<file path="src/rtl/lkm_pkg.sv">
package lkm_pkg;
  localparam int NCH = 2;

  typedef enum logic [1:0] {
    SEL_BOTH = 2'b00,
    SEL_CH2  = 2'b01,
    SEL_CH1  = 2'b10,
    SEL_OFF  = 2'b11
  } sel_t;
endpackage

</file>
<file path="src/rtl/lkm_window.sv">
// Decides, one evaluation per reference pulse, whether the channel pulse
// fell inside +/-(WIN-1) clocks of it. Evaluation lands WIN-1 clocks after
// the reference pulse so that late channel pulses are still seen.
module lkm_window #(
  parameter int WIN = 2
) (
  input  logic clk,
  input  logic rst,
  input  logic ref_pulse,
  input  logic ch_pulse,
  output logic eval,
  output logic hit
);
  localparam int LAG  = WIN - 1;
  localparam int HIST = 2 * LAG;

  logic [LAG-1:0]  ref_sh;
  logic [HIST-1:0] ch_sh;

  always_ff @(posedge clk) begin
    if (rst) begin
      ref_sh <= '0;
      ch_sh  <= '0;
    end else begin
      ref_sh <= LAG'({ref_sh, ref_pulse});
      ch_sh  <= HIST'({ch_sh, ch_pulse});
    end
  end

  assign eval = ref_sh[LAG-1];
  assign hit  = ch_pulse | (|ch_sh);
endmodule

</file>
<file path="src/rtl/lkm_qualify.sv">
// Counts consecutive in-window evaluations; lock after more than LOCK_CYCLES.
module lkm_qualify #(
  parameter int LOCK_CYCLES = 3
) (
  input  logic clk,
  input  logic rst,
  input  logic eval,
  input  logic hit,
  output logic locked
);
  localparam int NEED = LOCK_CYCLES + 1;
  localparam int CW   = $clog2(NEED + 1);
  localparam logic [CW-1:0] NEED_V = CW'(NEED);

  logic [CW-1:0] run;

  always_ff @(posedge clk) begin
    if (rst) begin
      run    <= '0;
      locked <= 1'b0;
    end else if (eval) begin
      if (!hit) begin
        run    <= '0;
        locked <= 1'b0;
      end else if (run != NEED_V) begin
        run <= run + 1'b1;
        if (run == NEED_V - 1'b1) locked <= 1'b1;
      end
    end
  end
endmodule

</file>
<file path="src/rtl/lkm_outsel.sv">
module lkm_outsel
  import lkm_pkg::*;
(
  input  logic [NCH-1:0] locked,
  input  logic [NCH-1:0] sb,
  input  sel_t           sel,
  input  logic           test_en,
  input  logic           ref_pulse,
  input  logic [NCH-1:0] ch_pulse,
  input  logic           half_osc,
  output logic           level
);
  logic [NCH-1:0] eff;

  assign eff = locked | sb;

  always_comb begin
    if (test_en) begin
      unique case (sel)
        SEL_BOTH: level = ref_pulse;
        SEL_CH2:  level = ch_pulse[1];
        SEL_CH1:  level = ch_pulse[0];
        default:  level = half_osc;
      endcase
    end else begin
      unique case (sel)
        SEL_BOTH: level = &eff;
        SEL_CH2:  level = eff[1];
        SEL_CH1:  level = eff[0];
        default:  level = 1'b0;
      endcase
    end
  end
endmodule

</file>
<file path="src/rtl/pll_lock_monitor.sv">
module pll_lock_monitor
  import lkm_pkg::*;
#(
  parameter int WIN         = 2,
  parameter int LOCK_CYCLES = 3
) (
  input  logic       clk,
  input  logic       rst,
  input  logic       ref_pulse,
  input  logic [1:0] ch_pulse,
  input  logic [1:0] sb,
  input  logic [1:0] sel,
  input  logic       test_en,
  output logic       pull_low
);
  logic [NCH-1:0] win_eval;
  logic [NCH-1:0] win_hit;
  logic [NCH-1:0] ch_locked;
  logic           half_osc;
  logic           level;

  for (genvar c = 0; c < NCH; c++) begin : g_ch
    lkm_window #(.WIN(WIN)) u_win (
      .clk       (clk),
      .rst       (rst),
      .ref_pulse (ref_pulse),
      .ch_pulse  (ch_pulse[c]),
      .eval      (win_eval[c]),
      .hit       (win_hit[c])
    );
    lkm_qualify #(.LOCK_CYCLES(LOCK_CYCLES)) u_qual (
      .clk    (clk),
      .rst    (rst),
      .eval   (win_eval[c]),
      .hit    (win_hit[c]),
      .locked (ch_locked[c])
    );
  end

  lkm_outsel u_sel (
    .locked    (ch_locked),
    .sb        (sb),
    .sel       (sel_t'(sel)),
    .test_en   (test_en),
    .ref_pulse (ref_pulse),
    .ch_pulse  (ch_pulse),
    .half_osc  (half_osc),
    .level     (level)
  );

  always_ff @(posedge clk) begin
    if (rst) begin
      half_osc <= 1'b0;
      pull_low <= 1'b1;
    end else begin
      half_osc <= ~half_osc;
      pull_low <= ~level;
    end
  end
endmodule

</file>
<file path="config.mk">
export PLATFORM = sky130hd
export DESIGN_NAME = pll_lock_monitor
export DESIGN_NICKNAME = d
export VERILOG_FILES = /design/src/rtl/lkm_pkg.sv /design/src/rtl/lkm_window.sv /design/src/rtl/lkm_qualify.sv /design/src/rtl/lkm_outsel.sv /design/src/rtl/pll_lock_monitor.sv
export SDC_FILE = /design/constraint.sdc
export NUM_CORES = 1
export LEC_CHECK = 0
export BUFFER_PORTS_ARGS = -buffer_cell sky130_fd_sc_hd__buf_4
export CAP_MARGIN = 10
export CORE_MARGIN = 8
export CORE_UTILIZATION = 57
export CTS_BUF_LIST = sky130_fd_sc_hd__clkbuf_4 sky130_fd_sc_hd__clkbuf_8 sky130_fd_sc_hd__clkbuf_16
export CTS_CLUSTER_SIZE = 16
export DETAILED_ROUTE_END_ITERATION = 10
export GPL_ROUTABILITY_DRIVEN = 1
export PLACE_DENSITY = 0.8
export SLEW_MARGIN = 20
export SYNTH_ARGS = -nofsm -noshare
export SYNTH_HDL_FRONTEND = slang
export SYNTH_HIERARCHICAL = 1
export SYNTH_SLANG_ARGS = --single-unit
</file>
<file path="constraint.sdc">
create_clock -name clk -period 3.3 [get_ports clk]
set_input_delay 0.66 -clock clk [delete_from_list [all_inputs] [get_ports clk]]
set_output_delay 0.66 -clock clk [all_outputs]
set_load 0.005 [all_outputs]
</file>
* After elaboration in Yosys (flattened, before gate mapping) *
Cells that the tools add are included.

storage, ports and cells
  bits in registers = 15
  logic and storage cells = 47
  output and inout bits = 1
  bits of input ports = 10

operators by class
  multiplexer cells = 13
  reductions and logical operators = 8
  add/sub/neg operators = 2
  eq/ne operators = 10
  bitwise operators = 5

operators with widths
  kind                   number
  $mux W3                4
  $ne A2 B2 Y1 const B   4
  $mux W1                7
  $add A3 B1 Y3 const B  2
  $eq A3 B2 Y1 const B   2
  $ne A3 B3 Y1 const B   2
  $pmux W1 S3            2
  $reduce_and A2 Y1      3
  $reduce_and A3 Y1      2
  $reduce_or A2 Y1       2
  $eq A2 B1 Y1 const B   1
  $eq A2 B2 Y1 const B   1
  $logic_not A2 Y1       1
  $not A1 Y1             2
  $or A1 B1 Y1           2
  $or A2 B2 Y2           1

* Depth between registers and ports, before layout *
  depth after elaboration = 5
  depth in mapped cells = 5
  mapped depth without buffers = 5

* By module *
Netlist, hierarchy kept.

modules (own cells, without submodules)
  module            cells an instance  area each (µm²)  times used  sequential area each (µm²)
  lkm_qualify       27                 235.2            2           80.1
  lkm_window        7                  85.1             2           60.1
  lkm_outsel        8                  55.1             1           0.0
  pll_lock_monitor  4                  50.0             1           40.0

* Worst setup path after synthesis *
No wires, ideal clock.

  kind = in2reg
  from = in ch_pulse[0]
  to = reg g_ch[0].u_qual.locked
  stages on the path = 3
  arrival time = 1.225 ns
  path buffers = 0
  required time = 3.183 ns
  setup time = 0.117 ns
  slack = 1.958 ns
  cells stage by stage = or3_1 > nor2b_1 > nor3_2

between the ends
  cells in the longest elaborated chain, start to end = 3
  elaborated cells between the ends (all ways) = 5
  classes of those cells = 2 x eq/ne; 1 x mux; 1 x bitwise; 1 x reduce/logical

RTL lines
  item                         RTL line                text
  from (decl)                  pll_lock_monitor.sv:10  input logic [1:0] ch_pulse,
  $or A1 B1 Y1 (*)             lkm_window.sv:31        assign hit = ch_pulse | (|ch_sh);
  $ne A2 B2 Y1 (no line)       --
  $reduce_and A3 Y1 (no line)  --
  to (signal assigned)         lkm_qualify.sv:20       locked <= 1'b0;
  to (signal assigned)         lkm_qualify.sv:24       locked <= 1'b0;
  to (signal assigned)         lkm_qualify.sv:27       if (run == NEED_V - 1'b1) locked <= 1'b1;
  to (decl)                    lkm_qualify.sv:9        output logic locked

Every way passes the cells marked *; elsewhere a longest branch is shown, timed or not.
A chain may end at the register's enable or synchronous reset.

* Worst setup path in the final report *
  from = reg pull_low
  to = out pull_low

RTL lines
  item                    RTL line                text
  from (decl)             pll_lock_monitor.sv:14  output logic pull_low
  from (signal assigned)  pll_lock_monitor.sv:57  pull_low <= ~level;

No word-level cell between the ends.

==> results.md <==
- Status: completed
- Die area: between 2000 and 3000 µm²
- Flop pwr share: 0.550
- Skew final: 0.00117 ns
- Maximum number of pins on one net before global-route repair: 17
- Maximum vdd drop: 0.291 mV
- Met3 wire len: 64 µm
- Num CTS Buffers: 3
- N_diodes: 0
- GRT Total Usage: 0.113
- Met1 WL: about 640 µm
- CP Cell Sequence: buf_4
- Nets: between 100 and 150
- Max Used Layer: met4
- Core area: 1270 µm²
- Post-route DRC: 0
- Critical Path Fanout Max: 1
- CP Capture Type: output port
- Post-Syn Nets: 96
- Max Clk Rate: 0.728 GHz
- Seq/Total Area, Yosys: 0.430
- TritonCTS clock tree: done
- First-pass DRT Iterations: 4
- Latest clock arrival within the worst-skew pair: 0.28 ns
- Ys Warns: 6
- Root buffer cell: clkbuf_4
- Final Max Tran Viols: 0
- Cell-internal power: 289 µW
- Minimum clock period: 1.37 ns
- Power per cell area: 427 nW/µm²
- Mapped cell area: about 750 µm²
- Net Switching: 84.7 µW
- Die Y: 52.2 µm
- Postcts setup bufs: 0
- RSZ-0062 raised after global routing: false
- Fin. Hold Viols: 0
- Final core occ: 0.690
- Layout cells sized above 1: 0.191
- Starting Density: 0.588
- Drt total wl: around 1500 µm
- GRT Residual Overflow: 0
- Crit path max-delay cell type: dfxtp_1
- Worst path depth: 1
- Synth Area per Inst: 9.32 µm²
- Met2 WL: 736 µm
- Row cnt: 13
- IO buf count: 10
- Tightest Pin Transition: about 0.34 ns
- Register bit total from synthesis: 16
- Fin crit share: 0.416
- Max_slew headroom: 0.771
- Post-route ant nets: 0
- Worst hold slack: 0.408 ns
- Critical path type: flip-flop to output port
- Area Growth Syn to Fin: 17.4%
- CTS clk-pin slew, worst paths: 0.09 ns
- Critical path's top delay family: flip-flops
- Die width: 52.2 µm
- Routed WL per cell: 13.3 µm
- Clock Sinks: 16
- DP HPWL: 1090 µm
- FILL cells: 104
- Worst path buffer plus inverter count: 1
- Routability cong.: between 0.8 and 0.9
- Unique masters post-synth: 20
- Hold depth: 1
- Vias per inst: 5.45
- Cells after DPL: roughly 110
- Hold_buf cts: 0
- Element type at the critical path start: flip-flop
- Ports: 11
- First-pass GRT wire length: 2390 µm
- Clock power share: 0.343
- Via count: 594
- Setup tns final: 0 ns
- Critical path data arrival time: 0.71 ns
- Hold WC Path Type: flip-flop to flip-flop
- Switching share of power: 0.227
- DRT iter0 DRCs: 26
- Worst Reg-to-Reg Cells: 5
- Part of the power in combinational logic: 0.107
- Initial antenna violation count: 0
- H-tree depth: 1
- Setup violators final: 0
- Fin cells: 109
- Max incr delay on CP: 0.31 ns
- Synthesized instance count: 80
- Req. time, crit path: 2.64 ns
- Total Power: 374 µW
- Leakage: 0.000333 µW
- Max cap viols: 0
- Post-CTS sizing: 0
- Vias in the first global route: 570
- Clk buf depth: 2
-- state kept, by name, indices dropped and copies added, names as in the netlist --
signal / flops
g_ch.u_qual/run: 6
g_ch.u_win/ch_sh: 4
g_ch.u_qual/locked: 2
g_ch.u_win/eval: 2
half_osc: 1
pull_low: 1
-- metal layers --
layer	global-route usage	up-vias
met5	0	-
met4	0.0517	0
met3	0.0341	2
met2	0.194	11
met1	0.124	271
li1	-	310
-- layout by cell type, fill, tap and decap left out, drive strengths merged, types with 2 or more instances in the layout --
cell / count
ha: 6
or3: 3
a31oi: 4
and2: 2
inv: 6
nand2b: 8
buf: 10
nor3: 2
nand3: 8
nor2b: 10
dfxtp: 16
a21boi: 2
o21ai: 3
a21oi: 4
clkbuf: 4
-- cell usage after synthesis --
master	n	share of area
dfxtp_1	16	0.43
nor2b_1	10	0.084
nand2b_1	8	0.067
nand3_1	8	0.054
ha_1	6	0.10
inv_1	6	0.030
a21oi_1	4	0.027
a31oi_1	4	0.034
or3_1	3	0.025
a21boi_2	2	0.030
and2_1	2	0.017
nor3_2	2	0.027
o21ai_1	2	0.013
a22oi_1	1	0.010
mux2_1	1	0.015
nand2_1	1	0.0050
nor2_1	1	0.0050
o21ai_0	1	0.0067
o22ai_1	1	0.0084
o311ai_0	1	0.012
-- power by group through the flow --
stage | sequential (µW) | clock, µW | combinational, µW
floorplan | 209 | 0 | 21.2
global placement | 210 | 0 | 38.0
detailed placement | 210 | 0 | 39.7
CTS | 206 | 134 | 39.9
global route | 207 | 144 | 43.6
finish | 206 | 128 | 39.9
-- path summary, 6_finish.rpt --
check | startpoint | endpoint | slack (ns)
setup reg to reg | g_ch[0].u_qual/run[0]$_SDFFE_PP0P_ | g_ch[0].u_qual/locked$_SDFFE_PP0P_ | 2.05
hold / removal | half_osc$_SDFF_PP0_ | half_osc$_SDFF_PP0_ | 0.41
hold reg to reg | half_osc$_SDFF_PP0_ | half_osc$_SDFF_PP0_ | 0.41
setup / recovery | pull_low$_SDFF_PP1_ | pull_low | 1.93
-- area by class of cell --
| cell class | count | area [µm²] | share of cell area |
|---|---|---|---|
| Clock buffer | 4 | 36.3 | 0.0414 |
| Timing Repair Buffer | 10 | 75.1 | 0.0857 |
| Inverter | 6 | 22.5 | 0.0257 |
| Tap cell | 15 | 18.8 | 0.0214 |
| Sequential cell | 16 | 320 | 0.366 |
| Multi-Input combinational cell | 58 | 403 | 0.460 |
-- per-stage QoR --
step	worst slack (ns)	cell area, µm²
2_1_floorplan	1.96	746
3_3_place_gp	1.79	840
3_5_place_dp	1.74	840
4_1_cts	1.91	876
5_1_grt	1.88	876
6_report	1.93	876
-- cells by family (layout without fill, tap and decap cells) --
family	count (synthesis)	in the layout	share of synthesized area
AND/OR/NAND/NOR	35	35	0.284
buffers and inverters	6	20	0.0302
flip-flops	16	16	0.430
multiplexers	1	1	0.0151
adder cells (fa/ha/maj)	6	6	0.101
AO/OA/AOI/OAI	16	16	0.141
Note: power is estimated with default switching activity, not from simulation.
